File: config.mk
export PLATFORM = sky130hd
export DESIGN_NAME = port_io_card
export DESIGN_NICKNAME = d
export VERILOG_FILES = /design/src/rtl/ioCardPkg.sv /design/src/rtl/ioCardCtrl.sv /design/src/rtl/ioCardDatapath.sv /design/src/rtl/port_io_card.sv
export SDC_FILE = /design/constraint.sdc
export NUM_CORES = 1
export LEC_CHECK = 0
export BUFFER_PORTS_ARGS = -buffer_cell sky130_fd_sc_hd__buf_2
export CAP_MARGIN = 20
export CORE_ASPECT_RATIO = 1.25
export CORE_MARGIN = 2
export CORE_UTILIZATION = 46
export DETAILED_ROUTE_END_ITERATION = 10
export HOLD_SLACK_MARGIN = 0.12
export PLACE_DENSITY = 0.83
export SLEW_MARGIN = 30
export SYNTH_ARGS = -nofsm -noshare
export SYNTH_HDL_FRONTEND = slang
export SYNTH_SLANG_ARGS = --single-unit
File: constraint.sdc
create_clock -name clk -period 1.85 [get_ports clk]
set_input_delay 0.185 -clock clk [delete_from_list [all_inputs] [get_ports clk]]
set_output_delay 0.185 -clock clk [all_outputs]
set_load 0.01 [all_outputs]
File: src/rtl/ioCardPkg.sv
package ioCardPkg;
  parameter int NPORTS = 4;

  typedef struct packed {
    logic [NPORTS-1:0] wrEn;
    logic [NPORTS-1:0] rdEn;
  } strobeT;
endpackage

File: src/rtl/ioCardCtrl.sv
module ioCardCtrl
  import ioCardPkg::*;
#(
  parameter int ADDR_W = 10,
  parameter logic [ADDR_W-1:0] WR_BASE = 10'h2B8,
  parameter logic [ADDR_W-1:0] RD_BASE = 10'h2BC
) (
  input  logic              clk,
  input  logic              rstN,
  input  logic [ADDR_W-1:0] ioAddr,
  input  logic              iorStrobe,
  input  logic              iowStrobe,
  output strobeT            strobes
);
  for (genvar k = 0; k < NPORTS; k++) begin : g_dec
    localparam logic [ADDR_W-1:0] WR_ADDR = ADDR_W'(WR_BASE + k);
    localparam logic [ADDR_W-1:0] RD_ADDR = ADDR_W'(RD_BASE + k);
    assign strobes.wrEn[k] = iowStrobe && (ioAddr == WR_ADDR);
    assign strobes.rdEn[k] = iorStrobe && (ioAddr == RD_ADDR);
  end

  // one address can never select a latch and a port together
  p_windows_disjoint_r8: assert property (@(posedge clk) disable iff (!rstN)
    !((|strobes.wrEn) && (|strobes.rdEn)));
  // at most one latch is selected
  p_wr_single_r2: assert property (@(posedge clk) disable iff (!rstN)
    $onehot0(strobes.wrEn));
  // at most one port is selected
  p_rd_single_r4: assert property (@(posedge clk) disable iff (!rstN)
    $onehot0(strobes.rdEn));
endmodule

File: src/rtl/ioCardDatapath.sv
module ioCardDatapath
  import ioCardPkg::*;
#(
  parameter int DATA_W = 8,
  localparam int PINS_W = NPORTS * DATA_W
) (
  input  logic              clk,
  input  logic              rstN,
  input  strobeT            strobes,
  input  logic [DATA_W-1:0] wrData,
  input  logic              inFollow,
  input  logic [PINS_W-1:0] inPins,
  output logic [PINS_W-1:0] outPins,
  output logic [DATA_W-1:0] rdData,
  output logic              rdValid
);
  logic [DATA_W-1:0] portVal [NPORTS];
  logic [DATA_W-1:0] heldQ   [NPORTS];
  logic [DATA_W-1:0] rdMux;

  for (genvar k = 0; k < NPORTS; k++) begin : g_port
    always_ff @(posedge clk) begin
      if (!rstN) outPins[k*DATA_W +: DATA_W] <= '0;
      else if (strobes.wrEn[k]) outPins[k*DATA_W +: DATA_W] <= wrData;
    end

    always_ff @(posedge clk) begin
      if (!rstN) heldQ[k] <= '0;
      else if (inFollow) heldQ[k] <= inPins[k*DATA_W +: DATA_W];
    end

    assign portVal[k] = inFollow ? inPins[k*DATA_W +: DATA_W] : heldQ[k];

    // a latch without its own write keeps its byte
    p_latch_hold_r3: assert property (@(posedge clk) disable iff (!rstN)
      !strobes.wrEn[k] |=> $stable(outPins[k*DATA_W +: DATA_W]));
  end

  always_comb begin
    rdMux = '0;
    for (int k = 0; k < NPORTS; k++)
      if (strobes.rdEn[k]) rdMux = rdMux | portVal[k];
  end

  always_ff @(posedge clk) begin
    if (!rstN) begin
      rdData  <= '0;
      rdValid <= 1'b0;
    end else begin
      rdData  <= rdMux;
      rdValid <= |strobes.rdEn;
    end
  end

  // the bus stays quiet whenever no read is valid
  p_quiet_bus_r7: assert property (@(posedge clk) disable iff (!rstN)
    !rdValid |-> (rdData == '0));
  // a selected port yields a valid read on the next cycle
  p_read_valid_r4: assert property (@(posedge clk) disable iff (!rstN)
    (|strobes.rdEn) |=> rdValid);
endmodule

File: src/rtl/port_io_card.sv
module port_io_card
  import ioCardPkg::*;
#(
  parameter int ADDR_W = 10,
  parameter int DATA_W = 8,
  parameter logic [ADDR_W-1:0] WR_BASE = 10'h2B8,
  parameter logic [ADDR_W-1:0] RD_BASE = 10'h2BC,
  localparam int PINS_W = NPORTS * DATA_W
) (
  input  logic              clk,
  input  logic              rstN,
  input  logic [ADDR_W-1:0] ioAddr,
  input  logic              iorStrobe,
  input  logic              iowStrobe,
  input  logic [DATA_W-1:0] wrData,
  output logic [DATA_W-1:0] rdData,
  output logic              rdValid,
  output logic [PINS_W-1:0] outPins,
  input  logic [PINS_W-1:0] inPins,
  input  logic              inFollow
);
  strobeT strobes;

  ioCardCtrl #(.ADDR_W(ADDR_W), .WR_BASE(WR_BASE), .RD_BASE(RD_BASE)) ctrl_i (
    .clk(clk), .rstN(rstN), .ioAddr(ioAddr),
    .iorStrobe(iorStrobe), .iowStrobe(iowStrobe), .strobes(strobes)
  );

  ioCardDatapath #(.DATA_W(DATA_W)) dp_i (
    .clk(clk), .rstN(rstN), .strobes(strobes), .wrData(wrData),
    .inFollow(inFollow), .inPins(inPins), .outPins(outPins),
    .rdData(rdData), .rdValid(rdValid)
  );

  logic inRdWin;
  assign inRdWin = (int'(ioAddr) >= int'(RD_BASE)) && (int'(ioAddr) < int'(RD_BASE) + NPORTS);

  // a read outside the input window never produces valid data
  p_stray_read_r8: assert property (@(posedge clk) disable iff (!rstN)
    !(iorStrobe && inRdWin) |=> !rdValid);
endmodule

After elaboration in Yosys (flattened, before gate mapping)
Memory sizes are Yosys's and may differ from the RTL's. Cells that the tools add are included.

Input bits: 55. Bits in latches: 0. Memories: 1. Bits in writable memories: 32. Register bits: 41. Bits in read-only memories: 0. Output and inout port bits: 41. Logic and storage cells: 47.

Shift operators: 0. Multiplexer cells: 16. Add/subtract/negate cells: 0. Bitwise gates (word level): 7. Multiply operators: 0. Divide/modulo/power cells: 0. Eq/ne operators: 8. Reductions and logical operators: 9. $lt $le $gt $ge: 0.

Memory list: dp_i.heldQ (words 4, width 8, rd ports 4, clocked after memory_dff 0, write ports 4, RTL line ioCardDatapath.sv:18) `logic [DATA_W-1:0] heldQ [NPORTS];`.

Operators with widths (number): $mux 8 (12); $eq 10x10->1 const B (8); $or 8x8->8 (3); $logic_and 1x1->1 (8); $mux 1 (4); $or 1x1->1 (4); $reduce_or 4->1 (1).

Depth between registers and ports, before layout
Gate-level depths: netlist of run 1.

Word-level depth: 9. Mapped depth: 5. Depth with buffers taken out: 3.

By module
A second synthesis of run 1 with hierarchy kept.

Cell total of the unflattened synthesis: 265. Area, all modules: 3442.1 um^2.

By module, submodules not included: ioCardDatapath (area an instance 3304.4 um^2, cells an instance 250, times used 1, seq. area each 1781.7 um^2); ioCardCtrl (area an instance 137.6 um^2, cells an instance 15, times used 1, seq. area each 0.0 um^2).

Worst setup path before layout of run 1
Ideal clock, no wire load.

Path type: input to register. From: in inFollow. To: mem dp_i.heldQ[0][0] (enable). Stages: 3. Arrival: 1.427 ns. Path buffers: 2. Path slack: 0.029 ns. Cell sequence: buf_4 -> buf_2 -> nand2b_1.

RTL lines: start, declared (RTL line port_io_card.sv:20) `input logic inFollow`; end, declared (RTL line ioCardDatapath.sv:18).

Final worst setup path of run 1
From: in ioAddr[6]. To: reg dp_i.rdData[1].

Longest elaborated chain between the ends: 9. Elaborated cells between the ends (all ways): 15. Those cells by class: eq/ne (4); mux (4); bitwise (3); reduce/logical (4).

Ends and longest elaborated chain: start, declared (RTL line port_io_card.sv:12) `input logic [ADDR_W-1:0] ioAddr,`; $eq 10x10->1 (RTL line ioCardCtrl.sv:19) `assign strobes.rdEn[k] = iorStrobe && (ioAddr == RD_ADDR);`; $logic_and 1x1->1 (RTL line ioCardCtrl.sv:19); $mux 8 (RTL line ioCardDatapath.sv:42) `if (strobes.rdEn[k]) rdMux = rdMux | portVal[k];`; $or 8x8->8 (RTL line ioCardDatapath.sv:42); $mux 8 (RTL line ioCardDatapath.sv:42); $or 8x8->8 (RTL line ioCardDatapath.sv:42); $mux 8 (RTL line ioCardDatapath.sv:42); $or 8x8->8 (RTL line ioCardDatapath.sv:42); $mux 8 (*) (RTL line ioCardDatapath.sv:42); end signal, assigned (RTL line ioCardDatapath.sv:50) `rdData <= rdMux;`; end, declared (RTL line ioCardDatapath.sv:14) `output logic [DATA_W-1:0] rdData,`.

Mark *: on every way between the ends. The rest lies on a longest branch, timed or not. A chain may end at the register's enable or synchronous reset.

==> impl_metrics.toml, run 1 <==
[placed_design]
dp.cells = 441
gp_congestion = 0.785
place_ws_ns = 0.364
hpwl_mm = 5.23
numPortBuffers = 95

[pwr]
p_sw_frac = 0.216
power_leakage_uw = 0.00211
power_frac_seq = 0.497
pwr-share-clk = 0.418
pwr-share-comb = 0.085
switchingPower_uw = 764
power_density_nw_per_um2 = 875
internal_power_uw = 2770
irDropWorstVdd_v = 0.000607

[sta]
max-slew-margin-rel = 0.722
fin_skew_ns = 0.00449
period_minus_slack_ns = 1.12
max_freq_mhz = 894
fin_ws_ns = 0.732
period_share = 0.604
fin_setup_tns_ns = 0
setup_viol = 0
rsz0062_at_grt = "no"
worstMarginPinSlew_ns = 0.417
slew_violations = 0
hold_viol_final = 0

[setup_path]
arrival_ns = 1.41
slowest_stage = "and4b_1"
critPathMaxStageDelay_ns = 0.49
path_delay_family = "simple AND/OR/NAND/NOR gates"
path_cells = "buf_2 -> and4b_1 -> and3_1 -> o21a_1"
crit_type = "primary input to flip-flop"
crit_fanout = 9
crit_buf_inv = 1
cp-start-kind = "primary input"
cp.required_ns = 2.14
cp-end-kind = "flip-flop"

[yosys]
ys_types = 19
synth_top_family_by_area = "multiplexers"
ys_ff_latch = 73
synth_compound_area_frac = 0.0495
synth_top_area_share = 0.297
synth.cell_area_sq_um = 3230
synth.area.top_cells = "edfxtp_1 (30%), dfxtp_1 (25%), mux2i_1 (20%)"
ys_warn_count = 0
synthMuxAreaShare = 0.198
yosys.area_share.simple = 0.172
synth_fp_nets = 326
synthXorXnorAreaFrac = 0
ys_seq_area_frac = 0.551
syn_inst = 271
yosys.area_share.adder = 0
syn_area_per_cell_sq_um = 11.9
synth_top_area_cell = "edfxtp_1"

[detailed_routing]
wire_per_inst_microns = 16.3
dr.first_iter.drc_count = 169
ant_nets = 0
avgViaCountPerCell = 5.44
dr.pass1.iters = 4
routed_wl_mm = 7.46
drc = 0
vias = 2487

[job]
drv_cap = 0

[clock_tree]
postCtsHoldBufs = 0
cts.sinks = 73
cts_tree = "done"
cts_resized = 0
post_cts_buffers = 0
numCtsBuffers = 9
clk_latency_ns = 0.35
clk_pin_slew_worst_paths_ns = 0.07
cts_buffer_depth = 2
htreeDepth = 3
cts.root.buffer_cell = "clkbuf_8"

[floorplan]
core_area_sq_um = 6890
die_height_microns = 97.8
rows = 34
ios = 96
initial_utilization = 0.469
die-area_sq_um = 7720
die_w_microns = 79

[layout]
nets = 417
syn_to_final_growth_pct = 25.0
finish.utilization = 0.587
multi_input_area_sq_um = 1360
n_fill_cell = 603
layout_commonest_cell = "buf_2"
mostFrequentLayoutCells = "buf_2 (95), mux2i_1 (64), nand2_1 (41), dfxtp_1 (41), and3_1 (33)"
drive_above_1_share = 0.327
regArea_sq_um = 1780
layout.cells.non_filler = 457
diodes = 0

[global_routing]
globalRouteOverflowTotal = 0
grt_pass1_vias = 2437
grt_start_max_net_pins = 37
grt_pass1_wl_mm = 11.9
grt_use_total = 0.199
antenna_found_initial = 0

[outcome]
status = "completed"

[min_path]
hp-class = "primary input to flip-flop"
[area by class of cell]
type	count	share of cell area
sequential	73	0.441
timing repair buffer	101	0.138
tap	90	0.0279
clock buffer	11	0.0325
multi-input combinational	177	0.335
clock inverter	5	0.0254
[power groups by stage]
stage / Combinational [uW] / Clock [uW] / Sequential, uW
2_1_floorplan: 174 / 0 / 1790
3_3_place_gp: 289 / 0 / 1790
3_5_place_dp: 300 / 0 / 1790
4_1_cts: 302 / 1510 / 1760
5_1_grt: 329 / 1580 / 1760
6_report: 300 / 1480 / 1760
[routing by layer]
| metal | track usage | vias up | part of all wire |
|---|---|---|---|
| met5 | 0 | - | 0 |
| met4 | 0.105 | 0 | 0.023 |
| met3 | 0.0499 | 12 | 0.074 |
| met2 | 0.319 | 106 | 0.50 |
| met1 | 0.244 | 1189 | 0.40 |
| li1 | - | 1180 | - |
[synthesized netlist by cell type]
master    instances
mux2i_1          64
dfxtp_1          41
nand2_1          41
and3_1           33
edfxtp_1         32
o22ai_1          16
clkbuf_1         13
o21a_1            8
buf_2             5
nand4_4           4
buf_4             3
nand2b_1          3
and4bb_1          2
and4_1            1
and4b_1           1
and4b_2           1
nor2b_1           1
nor4b_4           1
or2_1             1
[through the flow]
stage	instance area (sq um)	hold slack, ns	power (uW)
6_report	4040	0.160	3540
5_1_grt	4040	0.156	3670
4_1_cts	4040	0.148	3570
3_5_place_dp	3810	0.449	2090
3_3_place_gp	3810	0.442	2080
2_1_floorplan	3230	0.388	1960
[sequential cells by signal, indices dropped and copies added (netlist names)]
register and flops:
dp_i.rdData 8, dp_i.outPins 32, dp_i.rdValid 1, dp_i.heldQ 32
[final timing paths]
check / startpoint / end / slack [ns] / depth (start not counted)
max: ioAddr[6] / dp_i.rdData[1] / 0.73 / 4
min: wrData[7] / dp_i.outPins[15] / 0.16 / 3
max reg2reg: dp_i.heldQ[1][6] / dp_i.rdData[6] / 0.89 / 3
min reg2reg: dp_i.outPins[18] / dp_i.outPins[18] / 0.46 / 2
[logic make-up (layout without fill, tap and decap cells)]
family          count (synthesis)  in the layout
buf+inv                        21            117
mux                            64             64
flops                          73             73
simple gates                   89             89
compound gates                 24             24
[worst min-delay path: stages]
cell and delay [ns]:
buf_2 0.07, nand2_1 0.08, mux2i_1 0.12
Power figures use the tool's default switching activity.
==> inputs of run 2 (changes only) <==
Clock period 1.85 ns to 0.94 ns, I/O delays scaled along.
==> impl_metrics.toml, run 2 (synthesized netlist as in run 1, its figures left out) <==
[setup_path]
critPathMaxStageDelay_ns = 0.37
crit_type = "flip-flop to flip-flop"
path_cells = "mux2i_1 -> o22ai_2 -> o21a_1"
crit_fanout = 1
cp-end-kind = "flip-flop"
cp-start-kind = "flip-flop"
cp.required_ns = 1.17
arrival_ns = 1.21
slowest_stage = "edfxtp_1"

[layout]
layout.cells.non_filler = 517
top_regs = "dp_i.heldQ: 32 flops, dp_i.outPins: 32 flops, dp_i.rdData: 8 flops"
diodes = 0
mostFrequentLayoutCells = "buf_2 (89), mux2i_1 (63), nand2_1 (41)"
syn_to_final_growth_pct = 43.5
drive_above_1_share = 0.375
nets = 477
layout_commonest_cell = "buf_2"

[clock_tree]
htreeDepth = 3
cts_tree = "done"
cts.root.buffer_cell = "clkbuf_8"
post_cts_buffers = 0
cts.sinks = 73
numCtsBuffers = 9
cts_buffer_depth = 2
clk_pin_slew_worst_paths_ns = 0.07
clk_latency_ns = 0.34

[sta]
hold_viol_final = 0
rsz0062_at_grt = "yes"
period_minus_slack_ns = 0.980
period_share = 1.04
max-slew-margin-rel = 0.733
max_freq_mhz = 1020
fin_skew_ns = 0.00298
fin_setup_tns_ns = -0.159
setup_viol = 7
worstMarginPinSlew_ns = 0.400
slew_violations = 0
fin_ws_ns = -0.0404

[detailed_routing]
dr.first_iter.drc_count = 175
avgViaCountPerCell = 5.28
dr.pass1.iters = 4
drc = 0
routed_wl_mm = 8.56
vias = 2732
ant_nets = 0
wire_per_inst_microns = 16.6

[placed_design]
numPortBuffers = 95
gp_congestion = 0.785
dp.cells = 466
hpwl_mm = 5.69

[floorplan]
die_w_microns = 79
rows = 34
ios = 96
initial_utilization = 0.469
die_height_microns = 97.8
core_area_sq_um = 6890
die-area_sq_um = 7720

[global_routing]
grt_start_max_net_pins = 33
grt_pass1_vias = 2932
grt_use_total = 0.230
antenna_found_initial = 0
globalRouteOverflowTotal = 0
grt_pass1_wl_mm = 13.8

[pwr]
irDropWorstVdd_v = 0.000984
power_leakage_uw = 0.00239
power_density_nw_per_um2 = 1420

[min_path]
hp-class = "primary input to flip-flop"

[outcome]
status = "finished with violations"
violations = "setup timing"

[job]
drv_cap = 0
run 2: cell count changes in the layout (fill, tap and decap cells not counted), sizes merged:
cell,delta
buf,+20
bufinv,-2
clkbuf,+1
clkinv,+2
dlygate4sd3,+39
dlymetal6s4s,+1
inv,-1
run 2: layout make-up:
cell class | count | area [sq um]
clock inverters | 4 | 43.8
clock buffers | 12 | 135
multi-input cells | 177 | 1380
fillers | 508 | 2250
flip-flops and latches | 73 | 1800
well taps | 90 | 113
repair buffers | 161 | 1170
run 2: worst paths after layout:
kind | startpoint | end | slack (ns) | cells after the start
worst max-delay path | dp_i.heldQ[0][12] | dp_i.rdData[4] | -0.04 | 3
worst min-delay path | inPins[5] | dp_i.heldQ[0][5] | 0.15 | 2
worst max register to register | dp_i.heldQ[0][12] | dp_i.rdData[4] | -0.04 | 3
worst min register to register | dp_i.outPins[15] | dp_i.outPins[15] | 0.46 | 2
run 2: metal layers:
metal / vias up / part of all wire / global-route usage / routed length [microns]
met5: - / 0 / 0 / 0
met4: 0 / 0.021 / 0.107 / 182
met3: 15 / 0.071 / 0.0416 / 609
met2: 120 / 0.51 / 0.402 / 4350
met1: 1303 / 0.40 / 0.270 / 3420
li1: 1294 / - / - / -
run 2: worst max-delay path, delay by kind of cell (launching register included):
family          cells  cell delay [ns]
compound gates      2             0.33
mux                 1             0.18
flops               1             0.37
run 2: what timing repair did:
item	CTS	global route
endpoints found under the hold margin	63	0
resized for setup	3	19
hold buffers	40	0
pin swaps	3	8
endpoints found under the setup margin	7	24
run 2: power by group:
part | switching (uW) | internal, uW | total [uW]
logic | 392 | 448 | 840
registers | 34.8 | 3430 | 3460
clock network | 1080 | 1210 | 2290
run 2: stage by stage:
stage | total power, uW | utilization | hold slack (ns) | setup slack, ns | cell area [sq um]
after floorplan | 3880 | - | 0.297 | -0.0501 | 3270
after global placement | 4200 | 0.586 | 0.419 | -0.220 | 4040
after detailed placement | 4230 | 0.586 | 0.426 | -0.234 | 4040
after CTS | 6610 | 0.672 | 0.130 | -0.0391 | 4630
after global routing | 6840 | 0.674 | 0.138 | -0.0802 | 4640
final | 6590 | 0.674 | 0.147 | -0.0404 | 4640
==> inputs of run 3 (changes only) <==
Settings changed: BUFFER_PORTS_ARGS -buffer_cell sky130_fd_sc_hd__buf_2 to default, CORE_UTILIZATION 46 to 55, DONT_BUFFER_PORTS from default to 1, PLACE_DENSITY 0.83 to 0.81.
==> impl_metrics.toml, run 3 (synthesized netlist as in run 1, its figures left out) <==
[outcome]
status = "finished with violations"
violations = "hold timing, setup timing"

[clock_tree]
cts_tree = "done"
clk_pin_slew_worst_paths_ns = 0.08
htreeDepth = 3
numCtsBuffers = 9
clk_latency_ns = 0.35
cts.root.buffer_cell = "clkbuf_8"
cts_buffer_depth = 2
post_cts_buffers = 0
cts.sinks = 73

[global_routing]
grt_pass1_wl_mm = 11.4
grt_use_total = 0.230
grt_start_max_net_pins = 75
antenna_found_initial = 0
grt_pass1_vias = 2275
globalRouteOverflowTotal = 0

[layout]
diodes = 0
top_regs = "dp_i.heldQ: 32 flops, dp_i.outPins: 32 flops, dp_i.rdData: 8 flops"
mostFrequentLayoutCells = "mux2i_1 (64), nand2_1 (41), dfxtp_1 (41)"
drive_above_1_share = 0.102
nets = 364
syn_to_final_growth_pct = 22.4
layout_commonest_cell = "mux2i_1"

[setup_path]
crit_start = "dp_i.heldQ[0][6]"
arrival_ns = 1.22
cp.required_ns = 1.19
regToRegEndpoint = "dp_i.rdData[6]"
crit_fanout = 1
cp-endpoint = "dp_i.rdData[6]"
cp-start-kind = "flip-flop"
r2r_start = "dp_i.heldQ[0][6]"
reg2reg_slack_ns = -0.03
crit_type = "flip-flop to flip-flop"
cp-end-kind = "flip-flop"
ff2ff_path_depth = 3

[pwr]
switchingPower_uw = 1410
power_leakage_uw = 0.00188
irDropWorstVdd_v = 0.00110
power_density_nw_per_um2 = 1710
p_sw_frac = 0.208
power_frac_seq = 0.512
pwr-share-comb = 0.073
pwr-share-clk = 0.415
power_uw = 6770
internal_power_uw = 5360

[min_path]
hp-class = "primary input to flip-flop"
min_path_cells = 2

[floorplan]
rows = 31
core_area_sq_um = 5740
die_height_microns = 89.7
die-area_sq_um = 6510
die_w_microns = 72.6
initial_utilization = 0.563
ios = 96

[detailed_routing]
wire_per_inst_microns = 19.4
vias = 2222
drc = 0
avgViaCountPerCell = 5.85
dr.first_iter.drc_count = 173
ant_nets = 0
dr.pass1.iters = 4
routed_wl_mm = 7.39

[sta]
period_share = 1.03
fin_setup_tns_ns = -0.0771
setup_viol = 4
max_freq_mhz = 1030
hold_viol_final = 38
period_minus_slack_ns = 0.971
slew_violations = 0
rsz0062_at_grt = "yes"
whs_ns = -0.106
fin_ws_ns = -0.0307
max-slew-margin-rel = 0.743
fin_skew_ns = 0.00752
worstMarginPinSlew_ns = 0.386

[placed_design]
place_ws_ns = -0.127
hpwl_mm = 4.54
numPortBuffers = 0
gp_congestion = 0.750

[job]
drv_cap = 0
run 3: worst max-delay path, cell delays in order, from the launching register on:
cell and delay, ns:
edfxtp_1 0.38, mux2i_1 0.15, o22ai_1 0.14, o21a_1 0.20
run 3: power by group through the flow:
stage                     Sequential [uW]  Combinational, uW  Clock (uW)
after global routing                 3470                532        2980
after floorplan                      3520                358           0
final                                3460                494        2810
after global placement               3520                345           0
after detailed placement             3530                357           0
after CTS                            3460                481        2840
run 3: how the worst min path moves through the flow:
| stage | to | slack [ns] | startpoint |
|---|---|---|---|
| CTS | dp_i.outPins[30] | -0.12 | rstN |
| global route | dp_i.outPins[27] | -0.12 | rstN |
| detailed placement | dp_i.outPins[7] | 0.26 | rstN |
| global placement | dp_i.outPins[11] | 0.25 | rstN |
| finish | dp_i.outPins[27] | -0.11 | rstN |
| floorplan | dp_i.outPins[0] | 0.30 | wrData[0] |
run 3: stage by stage:
stage | instances | cell area (sq um) | utilization
3_3_place_gp | 325 | 3330 | 0.581
4_1_cts | 378 | 3940 | 0.686
6_report | 380 | 3960 | 0.690
2_1_floorplan | 271 | 3270 | -
3_5_place_dp | 325 | 3330 | 0.581
5_1_grt | 380 | 3960 | 0.690
run 3: final cells by class:
class / instances / area (sq um)
clock buffers: 12 / 155
repair buffers: 48 / 495
flip-flops and latches: 73 / 1780
fillers: 423 / 1780
multi-input cells: 177 / 1370
clock inverters: 4 / 73.8
well taps: 66 / 82.6
run 3: what timing repair did:
action / 4_1_cts / 5_1_grt
pin swaps: 1 / 5
hold buffers: 37 / 2
resized for setup: 1 / 0
endpoints found under the setup margin: 3 / 8
hold endpoints to repair: 102 / 72
gates cloned: 0 / 0
run 3: layer usage:
metal  vias to the layer above  wire length (microns)  track usage
li1                       1068                      -            -
met1                      1054                   2960        0.270
met2                        94                   3780        0.380
met3                         6                    592       0.0841
met4                         0                     53       0.0833
met5                         -                      0            0
